[config.mk]
export PLATFORM = sky130hd
export DESIGN_NAME = sar_serial_core
export DESIGN_NICKNAME = d
export VERILOG_FILES = /design/src/rtl/sar_serial_pkg.sv /design/src/rtl/sar_serial_sync.sv /design/src/rtl/sar_serial_ctrl.sv /design/src/rtl/sar_serial_dp.sv /design/src/rtl/sar_serial_core.sv
export SDC_FILE = /design/constraint.sdc
export NUM_CORES = 1
export LEC_CHECK = 0
export BUFFER_PORTS_ARGS = -buffer_cell sky130_fd_sc_hd__buf_2
export CAP_MARGIN = 20
export CORE_UTILIZATION = 60
export CTS_BUF_LIST = sky130_fd_sc_hd__clkbuf_8
export DETAILED_ROUTE_END_ITERATION = 12
export PLACE_DENSITY_LB_ADDON = 0.05
export SYNTH_ARGS = -nofsm -noshare
export SYNTH_HDL_FRONTEND = slang
export SYNTH_SLANG_ARGS = --single-unit
[constraint.sdc]
create_clock -name clk -period 5.3 [get_ports clk]
set_input_delay 0.265 -clock clk [delete_from_list [all_inputs] [get_ports clk]]
set_output_delay 0.265 -clock clk [all_outputs]
set_load 0.05 [all_outputs]
[src/rtl/sar_serial_pkg.sv]
`timescale 1ns/1ps
package sar_serial_pkg;

  // Per-cycle commands from the sequencer to the datapath
  typedef struct packed {
    logic clear;      // drop everything back to idle values
    logic addrShift;  // shift synchronized data-in into the mux word
    logic selLatch;   // decode the completed mux word into channel selects
    logic convStart;  // load the first trial code
    logic decide;     // apply one comparator decision
    logic outLoad;    // copy the finished result into the replay register
    logic outShift;   // present the next replay bit
    logic doZero;     // force the serial output bit low
  } sarStrobe_t;

  typedef enum logic [3:0] {
    ST_IDLE,
    ST_HUNT,
    ST_ADDR,
    ST_SETL_F,
    ST_SETL_R,
    ST_CONV,
    ST_CEND,
    ST_OUTP,
    ST_TAIL
  } sarState_t;

endpackage

[src/rtl/sar_serial_sync.sv]
`timescale 1ns/1ps
// Brings the four host pins into the clk domain and finds serial-clock edges.
module sar_serial_sync #(
  parameter int STAGES = 2   // must be 2 or more
) (
  input  logic clk,
  input  logic rstN,
  input  logic sclkIn,
  input  logic csNIn,
  input  logic dinIn,
  input  logic seIn,
  output logic sclkRise,
  output logic sclkFall,
  output logic csActive,
  output logic dinSync,
  output logic seSync
);

  localparam int NPINS = 4;
  localparam logic [NPINS-1:0] RST_VAL = 4'b0010; // chip select parks inactive

  logic [NPINS-1:0] pipe [STAGES];
  logic             sclkPrev;
  logic [NPINS-1:0] last;

  always_ff @(posedge clk or negedge rstN) begin
    if (!rstN) begin
      for (int i = 0; i < STAGES; i++) pipe[i] <= RST_VAL;
      sclkPrev <= 1'b0;
    end else begin
      pipe[0] <= {seIn, dinIn, csNIn, sclkIn};
      for (int i = 1; i < STAGES; i++) pipe[i] <= pipe[i-1];
      sclkPrev <= pipe[STAGES-1][0];
    end
  end

  assign last     = pipe[STAGES-1];
  assign sclkRise = last[0] & ~sclkPrev;
  assign sclkFall = ~last[0] & sclkPrev;
  assign csActive = ~last[1];
  assign dinSync  = last[2];
  assign seSync   = last[3];

endmodule

[src/rtl/sar_serial_ctrl.sv]
`timescale 1ns/1ps
// Sequencer: start-bit hunt, mux capture, settling, eight decisions, replay.
module sar_serial_ctrl
  import sar_serial_pkg::*;
#(
  parameter int RES      = 8,
  parameter int MUX_BITS = 4
) (
  input  logic       clk,
  input  logic       rstN,
  input  logic       sclkRise,
  input  logic       sclkFall,
  input  logic       csActive,
  input  logic       dinSync,
  input  logic       seSync,
  output sarStrobe_t strobe,
  output logic       busy,
  output logic       doEn
);

  localparam int CNT_MAX = (RES > MUX_BITS) ? RES : MUX_BITS;
  localparam int CNT_W   = $clog2(CNT_MAX + 1);

  sarState_t        state, stateNext;
  logic [CNT_W-1:0] cnt, cntNext;
  logic             busyNext, doEnNext;

  always_comb begin
    strobe    = '0;
    stateNext = state;
    cntNext   = cnt;
    busyNext  = busy;
    doEnNext  = doEn;
    if (!csActive) begin
      strobe.clear = 1'b1;
      stateNext    = ST_IDLE;
      cntNext      = '0;
      busyNext     = 1'b0;
      doEnNext     = 1'b0;
    end else begin
      unique case (state)
        ST_IDLE: stateNext = ST_HUNT;
        ST_HUNT: begin
          if (sclkRise && dinSync) begin
            stateNext = ST_ADDR;
            cntNext   = '0;
          end
        end
        ST_ADDR: begin
          if (sclkRise) begin
            strobe.addrShift = 1'b1;
            if (cnt == CNT_W'(MUX_BITS - 1)) begin
              strobe.selLatch = 1'b1;
              stateNext       = ST_SETL_F;
              cntNext         = '0;
            end else begin
              cntNext = cnt + 1'b1;
            end
          end
        end
        ST_SETL_F: begin
          if (sclkFall) begin
            strobe.doZero = 1'b1;
            doEnNext      = 1'b1;
            stateNext     = ST_SETL_R;
          end
        end
        ST_SETL_R: begin
          if (sclkRise) begin
            strobe.convStart = 1'b1;
            busyNext         = 1'b1;
            stateNext        = ST_CONV;
            cntNext          = '0;
          end
        end
        ST_CONV: begin
          if (sclkFall) begin
            strobe.decide = 1'b1;
            if (cnt == CNT_W'(RES - 1)) begin
              stateNext = ST_CEND;
              cntNext   = '0;
            end else begin
              cntNext = cnt + 1'b1;
            end
          end
        end
        ST_CEND: begin
          if (sclkRise) begin
            strobe.outLoad = 1'b1;
            busyNext       = 1'b0;
            stateNext      = ST_OUTP;
          end
        end
        ST_OUTP: begin
          if (sclkFall && !seSync) begin
            if (cnt == CNT_W'(RES - 1)) begin
              strobe.doZero = 1'b1;
              stateNext     = ST_TAIL;
            end else begin
              strobe.outShift = 1'b1;
              cntNext         = cnt + 1'b1;
            end
          end
        end
        ST_TAIL: stateNext = ST_TAIL;
        default: stateNext = ST_IDLE;
      endcase
    end
  end

  always_ff @(posedge clk or negedge rstN) begin
    if (!rstN) begin
      state <= ST_IDLE;
      cnt   <= '0;
      busy  <= 1'b0;
      doEn  <= 1'b0;
    end else begin
      state <= stateNext;
      cnt   <= cntNext;
      busy  <= busyNext;
      doEn  <= doEnNext;
    end
  end

endmodule

[src/rtl/sar_serial_dp.sv]
`timescale 1ns/1ps
// Datapath: mux word, channel decode, trial register, replay register, output bit.
module sar_serial_dp
  import sar_serial_pkg::*;
#(
  parameter int NUM_CH = 8,
  parameter int RES    = 8
) (
  input  logic              clk,
  input  logic              rstN,
  input  sarStrobe_t        strobe,
  input  logic              dinSync,
  input  logic              cmpIn,
  output logic [RES-1:0]    dacCode,
  output logic [NUM_CH-1:0] posSel,
  output logic [NUM_CH-1:0] negSel,
  output logic              comSel,
  output logic              doBit
);

  localparam int CH_W     = $clog2(NUM_CH);
  localparam int MUX_BITS = CH_W + 1;
  localparam logic [RES-1:0] TOP_BIT = {1'b1, {(RES-1){1'b0}}};

  logic [MUX_BITS-1:0] addrReg;
  logic [MUX_BITS-1:0] word;
  logic                singleMode;
  logic [CH_W-1:0]     chIdx;
  logic [NUM_CH-1:0]   posDec, negDec;
  logic [RES-1:0]      sarReg, maskReg, outSh;

  // the last mux bit arrives in the same cycle as the latch strobe
  assign word       = {addrReg[MUX_BITS-2:0], dinSync};
  assign singleMode = word[MUX_BITS-1];
  assign chIdx      = word[CH_W-1:0];

  for (genvar g = 0; g < NUM_CH; g++) begin : gDecode
    assign posDec[g] = (chIdx == CH_W'(g));
    assign negDec[g] = ~singleMode & (chIdx == CH_W'(g ^ 1));
  end

  always_ff @(posedge clk or negedge rstN) begin
    if (!rstN) begin
      addrReg <= '0;
      posSel  <= '0;
      negSel  <= '0;
      comSel  <= 1'b0;
    end else if (strobe.clear) begin
      addrReg <= '0;
      posSel  <= '0;
      negSel  <= '0;
      comSel  <= 1'b0;
    end else begin
      if (strobe.addrShift) addrReg <= word;
      if (strobe.selLatch) begin
        posSel <= posDec;
        negSel <= negDec;
        comSel <= singleMode;
      end
    end
  end

  always_ff @(posedge clk or negedge rstN) begin
    if (!rstN) begin
      sarReg  <= '0;
      maskReg <= '0;
      outSh   <= '0;
      doBit   <= 1'b0;
    end else if (strobe.clear) begin
      sarReg  <= '0;
      maskReg <= '0;
      outSh   <= '0;
      doBit   <= 1'b0;
    end else begin
      if (strobe.convStart) begin
        sarReg  <= TOP_BIT;
        maskReg <= TOP_BIT;
      end
      if (strobe.decide) begin
        sarReg  <= (cmpIn ? sarReg : (sarReg & ~maskReg)) | (maskReg >> 1);
        maskReg <= maskReg >> 1;
        doBit   <= cmpIn;
      end
      if (strobe.outLoad) outSh <= sarReg;
      if (strobe.outShift) begin
        outSh <= outSh >> 1;
        doBit <= outSh[1];
      end
      if (strobe.doZero) doBit <= 1'b0;
    end
  end

  assign dacCode = sarReg;

endmodule

[src/rtl/sar_serial_core.sv]
`timescale 1ns/1ps
module sar_serial_core
  import sar_serial_pkg::*;
#(
  parameter int NUM_CH      = 8,
  parameter int RES         = 8,
  parameter int SYNC_STAGES = 2
) (
  input  logic              clk,
  input  logic              rstN,
  input  logic              sclk,
  input  logic              csN,
  input  logic              din,
  input  logic              shiftEn,
  input  logic              cmpIn,
  output logic [RES-1:0]    dacCode,
  output logic [NUM_CH-1:0] posSel,
  output logic [NUM_CH-1:0] negSel,
  output logic              comSel,
  output logic              busy,
  output logic              doData,
  output logic              doEn
);

  localparam int MUX_BITS = $clog2(NUM_CH) + 1;

  logic       sclkRise, sclkFall, csActive, dinSync, seSync;
  sarStrobe_t strobe;

  sar_serial_sync #(.STAGES(SYNC_STAGES)) u_sync (
    .clk(clk), .rstN(rstN),
    .sclkIn(sclk), .csNIn(csN), .dinIn(din), .seIn(shiftEn),
    .sclkRise(sclkRise), .sclkFall(sclkFall), .csActive(csActive),
    .dinSync(dinSync), .seSync(seSync)
  );

  sar_serial_ctrl #(.RES(RES), .MUX_BITS(MUX_BITS)) u_ctrl (
    .clk(clk), .rstN(rstN),
    .sclkRise(sclkRise), .sclkFall(sclkFall), .csActive(csActive),
    .dinSync(dinSync), .seSync(seSync),
    .strobe(strobe), .busy(busy), .doEn(doEn)
  );

  sar_serial_dp #(.NUM_CH(NUM_CH), .RES(RES)) u_dp (
    .clk(clk), .rstN(rstN), .strobe(strobe), .dinSync(dinSync), .cmpIn(cmpIn),
    .dacCode(dacCode), .posSel(posSel), .negSel(negSel), .comSel(comSel),
    .doBit(doData)
  );

endmodule

## Word-level counts from Yosys, hierarchy flattened

Index checks and enable logic that the tools add are counted.

| operators by class | value |
|---|---|
| reduce and logical (&&, ||, !) cells | 18 |
| div/mod/pow operators | 0 |
| mux-type cells | 64 |
| eq/ne operators | 28 |
| order comparisons | 0 |
| multiply operators | 0 |
| bitwise logic cells | 16 |
| add/sub/neg operators | 1 |
| shift operators | 0 |

Operators with widths:

| kind | number |
|---|---|
| $mux 8 | 13 |
| $mux 4 | 20 |
| $pmux 4 s9 | 1 |
| $ne 3x2->1 const B | 10 |
| $mux 1 | 21 |
| $eq 4x3->1 const B | 5 |
| $pmux 4 s5 | 1 |
| $eq 3x3->1 const B | 4 |
| $eq 4x2->1 const B | 3 |
| $and 1x1->1 | 10 |
| $reduce_and 10->1 | 1 |
| $reduce_bool 3->1 | 3 |
| $and 8x8->8 | 1 |
| $not 8->8 | 1 |
| $or 8x7->8 | 1 |
| $reduce_bool 2->1 | 4 |
| $mux 7 | 1 |
| $reduce_and 7->1 | 1 |
| $eq 3x2->1 const B | 2 |
| $mux 2 | 3 |
| $mux 3 | 2 |
| $reduce_bool 6->1 | 1 |
| $add 4x1->4 const B | 1 |
| $eq 4x1->1 const B | 1 |
| 12 further kinds | 16 |

| word-level totals | value |
|---|---|
| ROM bits | 0 |
| memories | 0 |
| output and inout port bits | 28 |
| input port bits | 7 |
| bits in registers | 64 |
| bits in writable memories | 0 |
| word-level logic and storage cells | 142 |
| bits in latches | 0 |

## Logic depth before layout (Yosys ltp)

Gate-level depths: netlist (run 1).

| logic depth | value |
|---|---|
| depth after elaboration | 10 |
| mapped depth | 7 |
| mapped depth without buffers | 6 |

## Cells and area by module

A second synthesis (run 1) with hierarchy kept.

| second synthesis, totals | value |
|---|---|
| cell total of the unflattened synthesis | 275 |
| area total of the unflattened synthesis | 2987.9 sq um |

Modules (own cells, without submodules):

| module | seq. area each (sq um) | area each (sq um) | times used | cells each |
|---|---|---|---|---|
| sar_serial_dp | 1101.1 | 1905.6 | 1 | 168 |
| sar_serial_ctrl | 250.2 | 835.8 | 1 | 95 |
| sar_serial_sync | 227.7 | 246.5 | 1 | 12 |

## Worst setup path after synthesis (run 1)

No wires, ideal clock.

| timing path | value |
|---|---|
| path kind | reg2reg |
| start | register u_ctrl.cnt[0] |
| end | register u_ctrl.cnt[2] |
| cell stages (with the launch flop) | 8 |
| path buffers | 1 |
| setup slack | 3064 ps |
| period minus slack after synthesis | 2236 ps |
| arrival time | 2151 ps |
| library setup time | 86 ps |
| data required time | 5214 ps |
| cell sequence | dfrtp_1 -> ha_1 -> and3b_1 -> clkbuf_2 -> or4_4 -> o21a_4 -> or4b_1 -> a32oi_1 |

| on the way | value |
|---|---|
| cells in the longest elaborated chain, start to end | 5 |
| elaborated cells between the ends (all ways) | 13 |
| classes of those cells | add/sub (1); eq/ne (3); mux (8); reduce/logical (1) |

Ends and longest elaborated chain:

| what | line | RTL |
|---|---|---|
| start: declaration | sar_serial_ctrl.sv:25 | `logic [CNT_W-1:0] cnt, cntNext;` |
| start signal: assignment | sar_serial_ctrl.sv:119 | `cnt <= cntNext;` |
| $add 4x1->4, or another cell as far along | sar_serial_ctrl.sv:57, sar_serial_ctrl.sv:83, sar_serial_ctrl.sv:101 |  |
| $mux 4 (on tied branches) | sar_serial_ctrl.sv:96, sar_serial_ctrl.sv:52, sar_serial_ctrl.sv:79 |  |
| $mux 4 (on tied branches) | sar_serial_ctrl.sv:95, sar_serial_ctrl.sv:50, sar_serial_ctrl.sv:77 |  |
| $pmux 4 s5 | sar_serial_ctrl.sv:41 | `unique case (state)` |
| $mux 4 | sar_serial_ctrl.sv:34 | `if (!csActive) begin` |

Parallel ways exist; a longest one is shown, timed or not. The select of a mux whose other input is x is not followed.
A chain may end at the register's enable or synchronous reset.

## Worst setup path after layout (run 1)

| timing path | value |
|---|---|
| start | register u_ctrl.cnt[0] |
| end | register u_dp.outSh[1] |

| on the way | value |
|---|---|
| cells in the longest elaborated chain, start to end | 7 |
| elaborated cells between the ends (all ways) | 8 |
| classes of those cells | eq/ne (1); mux (6); reduce/logical (1) |

Ends and longest elaborated chain:

| what | line | RTL |
|---|---|---|
| $eq 4x3->1 * | sar_serial_ctrl.sv:96 | `if (cnt == CNT_W'(RES - 1)) begin` |
| $mux 1 * | sar_serial_ctrl.sv:96 |  |
| $mux 2 * | sar_serial_ctrl.sv:95 | `if (sclkFall && !seSync) begin` |
| $mux 1 * | sar_serial_ctrl.sv:41 |  |
| $mux 7 * | sar_serial_ctrl.sv:34 |  |
| $mux 8 | sar_serial_dp.sv:85 | `if (strobe.outShift) begin` |
| $mux 8 | sar_serial_dp.sv:69 | `end else if (strobe.clear) begin` |
| end signal: assignment | sar_serial_dp.sv:84 | `if (strobe.outLoad) outSh <= sarReg;` |
| end signal: assignment | sar_serial_dp.sv:86 | `outSh <= outSh >> 1;` |
| end: declaration | sar_serial_dp.sv:30 | `logic [RES-1:0] sarReg, maskReg, outSh;` |

Mark *: on every way between the ends. The rest lies on a longest branch, timed or not.

==> implementation parameters, run 1 <==
Parameter                              Value

STA
  Total of endpoints with negative setup slack in the final report ... 0
  Transition time of the tightest slew-check pin ... 782 ps
  Setup repair after global routing missed its margin ... false
  Clock tree skew after final layout ... 10.2 ps
  Tightest hold margin ... 21.8 ps
  Sum of negative setup slack ... 0 ps
  Final max-slew violation count ... 0
  Final Cycle Share ... 0.454
  Clock period minus final worst setup slack ... 2410 ps
  Slew Limit Headroom ... 0.474
  Peak clock frequency supported by timing ... 416 MHz
  Final Hold Fails ... 0

Floorplan
  Die Outline Area ... approximately 5000 µm²
  Ports placed on the boundary ... 35
  Vertical die dimension ... 70.8 µm
  Die width ... 70.8 µm
  Core Footprint ... 4440 µm²
  FP Rows ... 24
  Effective utilization at floorplan ... 0.639

Setup path
  Kind of critical path ... reg -> reg
  Launching element type of the critical path ... flop
  CP max FO ... 9
  Worst Path Buf+Inv ... 0
  Required time of the critical path ... 5570 ps
  Cell Chain, Critical Path ... ha_1 > and3b_1 > nor4_2 > nor2_1 > nand2_1 > a2bb2oi_1
  Dominant delay contributor by cell family on the critical path ... simple AND/OR/NAND/NOR gates
  Crit. End Element ... flop
  Slowest stage cell, crit path ... sky130_fd_sc_hd__nor4_2
  Largest stage delay, worst path ... 720 ps
  Data arrival time at the worst-slack endpoint ... approximately 2700 ps

Final layout
  ANT cells ... 0
  Most frequent cells in the layout ... sky130_fd_sc_hd__dfrtp_1, sky130_fd_sc_hd__buf_2, sky130_fd_sc_hd__nand2_1, sky130_fd_sc_hd__o21ai_0, sky130_fd_sc_hd__a22o_1
  FF/Latch Area ... 1580 µm²
  Net count of the finished layout ... approximately 320
  Most frequent standard cell in the layout excluding fill and tap cells ... sky130_fd_sc_hd__dfrtp_1
  Area of the multi-input gates ... 1190 µm²
  Layout-stage area growth over the synthesis result ... 13.4%
  Fraction of layout cells with a size suffix above 1 ... 0.195
  Count of fill cells added during filler insertion ... about 350
  Final cell count without fillers ... around 370

Route
  Router iterations before antenna repair ... 6
  Mean routed wirelength per cell ... 15.3 µm
  Number of vias per cell ... 6.01
  Vias post-DR ... 2195
  Routed Wire Length ... 5.57 mm
  Violation count after the first detailed-route iteration ... 104
  Remaining antenna violation count after routing ... 0
  Number of DRC violations after detailed routing ... 0

Placed design
  Port buffer count ... 34
  Inst Count DP ... roughly 350
  Estimated wirelength of the detail-placed design ... 3.75 mm
  GP Congestion ... 0.969

CTS
  CTS tree ... yes
  Level count of the clock H-tree ... 3
  Quantity of hold-fixing buffers added after cts ... 0
  Setup repair bufs after CTS ... 0
  Worst skew pair latency ... 350 ps
  Sink count of the clock tree ... 63
  Post_cts resized ... 0
  Clock-pin slew on the worst setup and hold paths ... 70 ps
  Total CTS buffers ... 9
  Maximum buffer depth of the clock tree ... 2
  Root buffer cell ... sky130_fd_sc_hd__clkbuf_8

Synth
  Number of flip-flops and latches in the synthesized netlist ... 63
  Share of synthesized flip-flops with an asynchronous set or reset ... 1.00
  Ranking of synthesized cells by area ... sky130_fd_sc_hd__dfrtp_1, sky130_fd_sc_hd__a22o_1, sky130_fd_sc_hd__o21ai_0, sky130_fd_sc_hd__nand2_1, sky130_fd_sc_hd__nor2b_1
  Post-Syn Instances ... 271
  Leading register cell type out of synthesis ... sky130_fd_sc_hd__dfrtp_1
  Synth Warn # ... 0
  Post-Synthesis Net Count ... ~280
  Register area share after synthesis ... 0.556
  Unique cell type count in the Yosys netlist ... 51
  Average size of a mapped cell ... between 10 and 15 µm²
  Area leader, netlist ... sky130_fd_sc_hd__dfrtp_1
  EDFF count, synth ... 0
  Synthesized area ... 2840 µm²
  Area share of the largest cell type after synthesis ... 0.537

GRT
  Total track usage ... 0.254
  First-pass GRT wire length ... 9.78 mm
  Initial antenna violation count ... 0
  Largest net degree at the start of global routing ... 64
  Total global routing overflow ... 0
  Number of global-route vias before repair ... 2147

Job
  Maxcap violations ... 0

Power and ir drop
  Post-route total power ... 993 µW
  Leakage power ... 1.49 nW
  Total power per unit cell area ... between 300 and 400 nW/µm²
  IR Drop Worst-Case VDD ... roughly 0.00026 V

Run status
  Status ... finished clean

Worst hold path
  Worst min-delay path category ... in -> reg
## cell type report
type	instances	area share
clock inverters	7	0.0151
inverters	9	0.0105
flip-flops and latches	63	0.490
well taps	52	0.0202
clock buffers	9	0.0384
multi-input cells	189	0.368
repair buffers	36	0.0575
## worst register-to-register path, stage by stage, from the launching register on
cell	delay, ps
sky130_fd_sc_hd__dfrtp_1	400
sky130_fd_sc_hd__ha_1	250
sky130_fd_sc_hd__and3b_1	270
sky130_fd_sc_hd__nor4_2	720
sky130_fd_sc_hd__nor2_1	270
sky130_fd_sc_hd__nand2_1	250
sky130_fd_sc_hd__a2bb2oi_1	180
## cells by family after synthesis
kind of cell,after synthesis,synth area share
xor+xnor,1,0.00308
buf+inv,19,0.0264
simple gates,93,0.173
compound gates,90,0.223
mux,4,0.0145
flops,63,0.556
fa+ha+maj,1,0.00440
## report_power, final
part	internal [mW]	total (mW)	switching [mW]
clock	0.169	0.361	0.192
sequential	0.494	0.518	0.0244
combinational	0.0433	0.113	0.0701
## worst paths after layout
path	from	endpoint	slack (ps)	depth (start not counted)
min reg2reg	u_sync.pipe[7]	u_sync.last[3]	350	0
max in group asynchronous	rstN	u_sync.sclkPrev	4720	2
max reg2reg	u_ctrl.cnt[0]	u_dp.outSh[1]	2890	6
max	u_ctrl.cnt[0]	u_dp.outSh[1]	2890	6
min in group asynchronous	rstN	u_ctrl.state[0]	60	2
min	csN	u_sync.pipe[5]	20	1
## metrics by stage
step	worst slack, ps	cell area [µm²]	utilization
after floorplan	3060	2840	-
after global placement	2970	3050	0.686
after detailed placement	2890	3050	0.686
after CTS	2890	3220	0.725
after global routing	2660	3220	0.725
final	2890	3220	0.725
## flip-flops by register name (all words and copies together), names as in the netlist, 3 cells and up
| name | flops |
|---|---|
| u_dp.maskReg | 8 |
| u_dp.addrReg | 3 |
| u_sync.last | 4 |
| u_ctrl.state | 4 |
| u_dp.negSel | 8 |
| u_ctrl.cnt | 4 |
| u_dp.outSh | 7 |
| u_sync.pipe | 4 |
| u_dp.posSel | 8 |
| u_dp.dacCode | 8 |
## per-layer routing
metal / up-vias / GRT usage / wire [µm]
met5: - / 0 / 0
met4: 0 / 0.120 / 120
met3: 10 / 0.0513 / 201
met2: 54 / 0.405 / 2600
met1: 1064 / 0.339 / 2640
li1: 1067 / - / -
## Yosys cell counts (all sizes together), types with 3 or more instances
| master | count |
|---|---|
| o31ai | 4 |
| nor2 | 16 |
| nor2b | 11 |
| inv | 9 |
| buf | 3 |
| a22o | 22 |
| nand2b | 5 |
| dfrtp | 61 |
| clkbuf | 7 |
| nor3 | 6 |
| nand3 | 8 |
| a2bb2oi | 6 |
| mux2i | 3 |
| and2 | 3 |
| a21oi | 12 |
| nand2 | 30 |
| o21ai | 26 |
| o211ai | 4 |
Note: power is estimated with default switching activity, not from simulation.
==> run 2, diff against run 1 <==
--- a/config.mk
+++ b/config.mk
@@ -7,7 +7,7 @@
 export LEC_CHECK = 0
 export BUFFER_PORTS_ARGS = -buffer_cell sky130_fd_sc_hd__buf_2
 export CAP_MARGIN = 20
-export CORE_UTILIZATION = 60
+export CORE_UTILIZATION = 54
 export CTS_BUF_LIST = sky130_fd_sc_hd__clkbuf_8
 export DETAILED_ROUTE_END_ITERATION = 12
 export PLACE_DENSITY_LB_ADDON = 0.05
==> constraint.sdc (replaced) <==
create_clock -name clk -period 1.99 [get_ports clk]
set_input_delay 0.0995 -clock clk [delete_from_list [all_inputs] [get_ports clk]]
set_output_delay 0.0995 -clock clk [all_outputs]
set_load 0.05 [all_outputs]
==> implementation parameters, run 2 (synthesis results as in run 1) <==
Parameter                              Value

STA
  Final max-slew violation count ... 0
  Total of endpoints with negative setup slack in the final report ... 8
  Transition time of the tightest slew-check pin ... roughly 560 ps
  Worst setup margin ... -163 ps
  Clock tree skew after final layout ... 8.92 ps
  Slew Limit Headroom ... 0.623
  Peak clock frequency supported by timing ... 464 MHz
  Clock period minus final worst setup slack ... 2150 ps
  Sum of negative setup slack ... -343 ps
  Tightest hold margin ... 257 ps
  Setup repair after global routing missed its margin ... true
  Final Hold Fails ... 0
  Final Cycle Share ... 1.08

Final layout
  ANT cells ... 0
  Fraction of layout cells with a size suffix above 1 ... 0.292
  Layout-stage area growth over the synthesis result ... 28.3%
  Final Core Density ... 0.718
  Most frequent cells in the layout ... sky130_fd_sc_hd__dfrtp_1, sky130_fd_sc_hd__buf_4, sky130_fd_sc_hd__buf_2, sky130_fd_sc_hd__nand2_1, sky130_fd_sc_hd__o21ai_0
  Net count of the finished layout ... about 360
  Final cell count without fillers ... 423
  Most frequent standard cell in the layout excluding fill and tap cells ... sky130_fd_sc_hd__dfrtp_1

Floorplan
  Die width ... 74.5 µm
  Effective utilization at floorplan ... 0.560
  Die Outline Area ... 5560 µm²
  Ports placed on the boundary ... 35
  FP Rows ... 26
  Vertical die dimension ... between 70 and 80 µm
  Core Footprint ... about 5100 µm²

CTS
  Worst skew pair latency ... 340 ps
  Root buffer cell ... sky130_fd_sc_hd__clkbuf_8
  CTS tree ... yes
  Total CTS buffers ... 9
  Sink count of the clock tree ... 63
  Level count of the clock H-tree ... 3
  Maximum buffer depth of the clock tree ... 2
  Clock-pin slew on the worst setup and hold paths ... 70 ps

GRT
  Total global routing overflow ... 0
  Total track usage ... 0.249
  First-pass GRT wire length ... about 10 mm
  Largest net degree at the start of global routing ... 64
  Initial antenna violation count ... 0
  Number of global-route vias before repair ... about 2200

Setup path
  Largest stage delay, worst path ... roughly 500 ps
  Dominant delay contributor by cell family on the critical path ... simple AND/OR/NAND/NOR gates
  CP max FO ... 2
  Required time of the critical path ... 2250 ps
  Crit. End Element ... flop
  Worst r2r src ... u_sync.last[0]
  Cell Chain, Critical Path ... or3b_4 > or4_4 > o21a_4 > or4b_4 > a32oi_1
  Reg2Reg Capture Point ... u_ctrl.cnt[2]
  Slowest stage cell, crit path ... sky130_fd_sc_hd__or4_4
  Worst Path Buf+Inv ... 0
  Launching element type of the critical path ... flop
  Kind of critical path ... reg -> reg
  Data arrival time at the worst-slack endpoint ... between 2000 and 2500 ps
  Worst R2R Setup Slack ... -160 ps
  Count of cells along the worst register-to-register path ... 5

Route
  Routed Wire Length ... 6.26 mm
  Number of vias per cell ... 5.66
  Number of DRC violations after detailed routing ... 0
  Router iterations before antenna repair ... 4
  Vias post-DR ... ~2400
  Remaining antenna violation count after routing ... 0
  Mean routed wirelength per cell ... 14.8 µm
  Violation count after the first detailed-route iteration ... between 100 and 150

Power and ir drop
  Total power per unit cell area ... 818 nW/µm²
  IR Drop Worst-Case VDD ... 0.000504 V
  Leakage power ... about 1.7 nW

Worst hold path
  Worst hold start ... cmpIn
  Hold path depth ... 4
  Worst min-delay path category ... in -> reg
  Endpoint of the worst hold-timing path ... u_dp.dacCode[7]

Placed design
  Inst Count DP ... approximately 400
  Estimated wirelength of the detail-placed design ... 4.30 mm
  Port buffer count ... 34
  GP Congestion ... 0.901
  Placement-stage worst setup slack ... -154 ps

Run status
  Violations in the final reports ... setup timing
  Status ... finished, violations left

Job
  Maxcap violations ... 0
-- run 2: routing by layer --
metal	part of all wire	vias up	wire, µm	global-route usage
met3	0.043	7	272	0.0664
met5	0	-	0	0
met4	0.013	0	81	0.0943
met2	0.47	59	2940	0.382
li1	-	1149	-	-
met1	0.47	1180	2960	0.340
-- run 2: how the worst max path moves through the flow --
stage	start	to	slack, ps	cells after the start
after floorplan	u_ctrl.cnt[1]	u_ctrl.cnt[2]	-140	7
after global placement	u_sync.last[0]	u_ctrl.cnt[2]	-130	5
after detailed placement	u_sync.last[0]	u_ctrl.cnt[2]	-150	5
after CTS	u_sync.last[0]	u_ctrl.cnt[2]	-160	5
after global routing	u_sync.last[0]	u_ctrl.cnt[2]	-230	5
final	u_sync.last[0]	u_ctrl.cnt[2]	-160	5
-- run 2: power by group --
group	switching, mW	internal, mW	leakage, nW
registers	0.0358	1.32	0.847
logic	0.274	0.247	0.782
clock network	0.500	0.607	0.105
-- run 2: stage by stage --
step	area, µm²	total power, mW
final	3650	2.98
after global routing	3650	3.11
after CTS	3600	2.94
after detailed placement	3340	1.82
after global placement	3340	1.81
after floorplan	2840	1.61
-- run 2: timing repair --
| item | CTS | global route |
|---|---|---|
| gates cloned | 0 | 0 |
| hold endpoints to repair | 65 | 0 |
| pin swaps | 1 | 4 |
| resized for setup | 3 | 9 |
| setup endpoints to repair | 4 | 16 |
| buffers inserted | 0 | 1 |
| hold buffers | 5 | 0 |
-- run 2: area by class of cell --
type	instances	area [µm²]
Clock buffer	10	138
Multi-Input combinational cell	189	1230
Inverter	9	33.8
Tap cell	70	87.6
Fill cell	407	1430
Sequential cell	63	1580
Clock inverter	6	62.6
Timing Repair Buffer	76	514
-- run 2: tightest hold or removal path: stages --
cell                       delay (ps)
sky130_fd_sc_hd__buf_2            160
sky130_fd_sc_hd__nand3b_1         170
sky130_fd_sc_hd__nand2_1           70
sky130_fd_sc_hd__a21oi_1           60
==> run 3, diff against run 2 <==
--- a/config.mk
+++ b/config.mk
@@ -7,10 +7,12 @@
 export LEC_CHECK = 0
 export BUFFER_PORTS_ARGS = -buffer_cell sky130_fd_sc_hd__buf_2
 export CAP_MARGIN = 20
-export CORE_UTILIZATION = 54
+export CORE_ASPECT_RATIO = 0.9
+export CORE_UTILIZATION = 49
 export CTS_BUF_LIST = sky130_fd_sc_hd__clkbuf_8
 export DETAILED_ROUTE_END_ITERATION = 12
 export PLACE_DENSITY_LB_ADDON = 0.05
 export SYNTH_ARGS = -nofsm -noshare
 export SYNTH_HDL_FRONTEND = slang
+export SYNTH_HIERARCHICAL = 1
 export SYNTH_SLANG_ARGS = --single-unit
==> implementation parameters, run 3 <==
Parameter                              Value

Run status
  Status ... finished, violations left
  Violations in the final reports ... DRC

Floorplan
  Effective utilization at floorplan ... 0.516
  Ports placed on the boundary ... 35
  Die width ... 84.3 µm
  Vertical die dimension ... 76.1 µm
  Core Footprint ... 5790 µm²
  Die Outline Area ... 6410 µm²
  FP Rows ... 26

STA
  Slew Limit Headroom ... 0.727
  Peak clock frequency supported by timing ... 521 MHz
  Transition time of the tightest slew-check pin ... around 400 ps
  Final Hold Fails ... 0
  Total of endpoints with negative setup slack in the final report ... 0
  Final max-slew violation count ... 0
  Sum of negative setup slack ... 0 ps
  Clock period minus final worst setup slack ... 1920 ps
  Clock tree skew after final layout ... between 7 and 8 ps
  Final Cycle Share ... 0.965

GRT
  Total track usage ... 0.220
  Total global routing overflow ... 0
  First-pass GRT wire length ... ~11 mm
  Initial antenna violation count ... 0
  Largest net degree at the start of global routing ... between 60 and 70
  Number of global-route vias before repair ... 2189

Route
  Mean routed wirelength per cell ... 15.5 µm
  Uppermost layer routed ... met4
  Violation count after the first detailed-route iteration ... 144
  Met1 layer wirelength in the final routing ... between 3 and 4 mm
  Metal3 WL ... 233 µm
  Number of DRC violations after detailed routing ... 2
  Detailed-routed wire length on met2 ... 2.78 mm
  Routed Wire Length ... approximately 6.3 mm
  Router iterations before antenna repair ... 8
  Remaining antenna violation count after routing ... 0
  Vias post-DR ... 2224
  Number of vias per cell ... approximately 5.5

Setup path
  Worst R2R Setup Slack ... 70 ps
  Kind of critical path ... reg -> reg
  Data arrival time at the worst-slack endpoint ... between 2000 and 2500 ps
  CP max FO ... 6
  Launching element type of the critical path ... flop
  Required time of the critical path ... 2260 ps
  Crit. End Element ... flop
  Count of cells along the worst register-to-register path ... 6

Job
  Maxcap violations ... 0

Power and ir drop
  Leakage power ... 1.72 nW
  Total power per unit cell area ... 823 nW/µm²
  Post-route total power ... 3.01 mW
  IR Drop Worst-Case VDD ... 0.000435 V

Synth
  Unique cell type count in the Yosys netlist ... 51
  Register area share after synthesis ... 0.528
  Area leader, netlist ... sky130_fd_sc_hd__dfrtp_1
  Ranking of synthesized cells by area ... sky130_fd_sc_hd__dfrtp_1, sky130_fd_sc_hd__a22o_1, sky130_fd_sc_hd__mux2i_1, sky130_fd_sc_hd__nor2_1, sky130_fd_sc_hd__o21ai_0
  Synth Warn # ... 6
  Post-Synthesis Net Count ... 283
  Share of synthesized flip-flops with an asynchronous set or reset ... 1.00
  Post-Syn Instances ... between 200 and 300
  Most frequently used cell type in the post-synthesis netlist ... sky130_fd_sc_hd__dfrtp_1
  EDFF count, synth ... 0
  Number of flip-flops and latches in the synthesized netlist ... 63
  Area share of the largest cell type after synthesis ... 0.511
  Synthesized area ... 2990 µm²
  Leading register cell type out of synthesis ... sky130_fd_sc_hd__dfrtp_1
  Most frequent cells after synthesis ... sky130_fd_sc_hd__dfrtp_1, sky130_fd_sc_hd__nor2_1, sky130_fd_sc_hd__o21ai_0
  Average size of a mapped cell ... 10.9 µm²

Final layout
  Fraction of layout cells with a size suffix above 1 ... 0.312
  ANT cells ... 0
  Area of the multi-input gates ... between 1000 and 1500 µm²
  Most frequent standard cell in the layout excluding fill and tap cells ... sky130_fd_sc_hd__dfrtp_1
  Most frequent cells in the layout ... sky130_fd_sc_hd__dfrtp_1, sky130_fd_sc_hd__buf_2, sky130_fd_sc_hd__nor2_1, sky130_fd_sc_hd__buf_4
  FF/Latch Area ... 1580 µm²
  Final design instance area without fill ... 3660 µm²
  Layout-stage area growth over the synthesis result ... 22.4%
  Net count of the finished layout ... 340
  Count of fill cells added during filler insertion ... 481

CTS
  CTS tree ... yes
  Sink count of the clock tree ... 63
  Maximum buffer depth of the clock tree ... 2
  Total CTS buffers ... 9
  Worst skew pair latency ... 340 ps
  Root buffer cell ... sky130_fd_sc_hd__clkbuf_8
  Level count of the clock H-tree ... 3
  Clock-pin slew on the worst setup and hold paths ... 70 ps

Placed design
  GP Congestion ... 0.793
  Post-DP Area ... 3330 µm²
  Estimated wirelength of the detail-placed design ... 4.29 mm
  Port buffer count ... 34

Worst hold path
  Hold path depth ... 4
  Worst min-delay path category ... in -> reg
==> run 3: cell count changes after synthesis, sizes merged, moves of 5 or more <==
cell and change:
buf +7, mux2 +7, mux2i +11, nor3b +9, nand3 -5, a22o -6
nand2 -22, a2bb2oi -6, o21ai -7, nor2 +15, inv +7
==> run 3: routing by layer <==
metal	GRT usage	up-vias
met5	0	-
met4	0.0621	0
met3	0.0650	6
met2	0.325	37
met1	0.315	1084
li1	-	1097
==> run 3: area by class of cell <==
class                   count  share of cell area
repair buffers             60               0.107
clock buffers               9              0.0339
multi-input cells         182               0.366
clock inverters             7              0.0205
inverters                  16              0.0164
well taps                  70              0.0240
flip-flops and latches     63               0.432
==> run 3: final timing paths <==
path / endpoint / from
worst max-delay path: u_ctrl/state[0] / u_ctrl/cnt[0]
worst min-delay path: u_dp/dacCode[7] / cmpIn
worst max register to register: u_ctrl/state[0] / u_ctrl/cnt[0]
worst min register to register: u_sync/last[2] / u_sync/pipe[6]
max in group asynchronous: u_sync/pipe[5] / rstN
min in group asynchronous: u_dp/maskReg[0] / rstN
==> run 3: power breakdown <==
part | switching [mW] | internal (mW)
Clock | 0.518 | 0.579
Combinational | 0.329 | 0.232
Sequential | 0.0336 | 1.32
Total | 0.881 | 2.13
==> run 3: cells by family (layout without fill, tap and decap cells) <==
family / Yosys count / after routing / share of synthesized area
simple gates: 97 / 97 / 0.187
flops: 63 / 63 / 0.528
compound gates: 62 / 62 / 0.157
buf+inv: 30 / 92 / 0.0461
mux: 22 / 22 / 0.0771
fa+ha+maj: 1 / 1 / 0.00419
==> run 3: critical path, stage by stage, from the launching register on <==
cell                       delay, ps
sky130_fd_sc_hd__dfrtp_1         390
sky130_fd_sc_hd__ha_2            220
sky130_fd_sc_hd__and3b_2         270
sky130_fd_sc_hd__o221a_4         210
sky130_fd_sc_hd__o211ai_4         90
sky130_fd_sc_hd__or4_1           520
sky130_fd_sc_hd__a21oi_1         150
==> run 3: through the flow <==
| stage | util | instances | setup slack [ps] | hold slack, ps |
|---|---|---|---|---|
| floorplan | - | 275 | 65.0 | -196 |
| global placement | 0.576 | 383 | 82.3 | 140 |
| detailed placement | 0.576 | 383 | 65.5 | 141 |
| CTS | 0.619 | 404 | 46.6 | 221 |
| global route | 0.631 | 407 | -4.09 | 233 |
| finish | 0.631 | 407 | 70.2 | 231 |
==> run 3: what timing repair did <==
action                     4_1_cts  5_1_grt
setup buffers                    0        3
hold endpoints to repair        65        0
resized for setup                0       13
setup endpoints to repair        0       34
hold buffers                     5        0
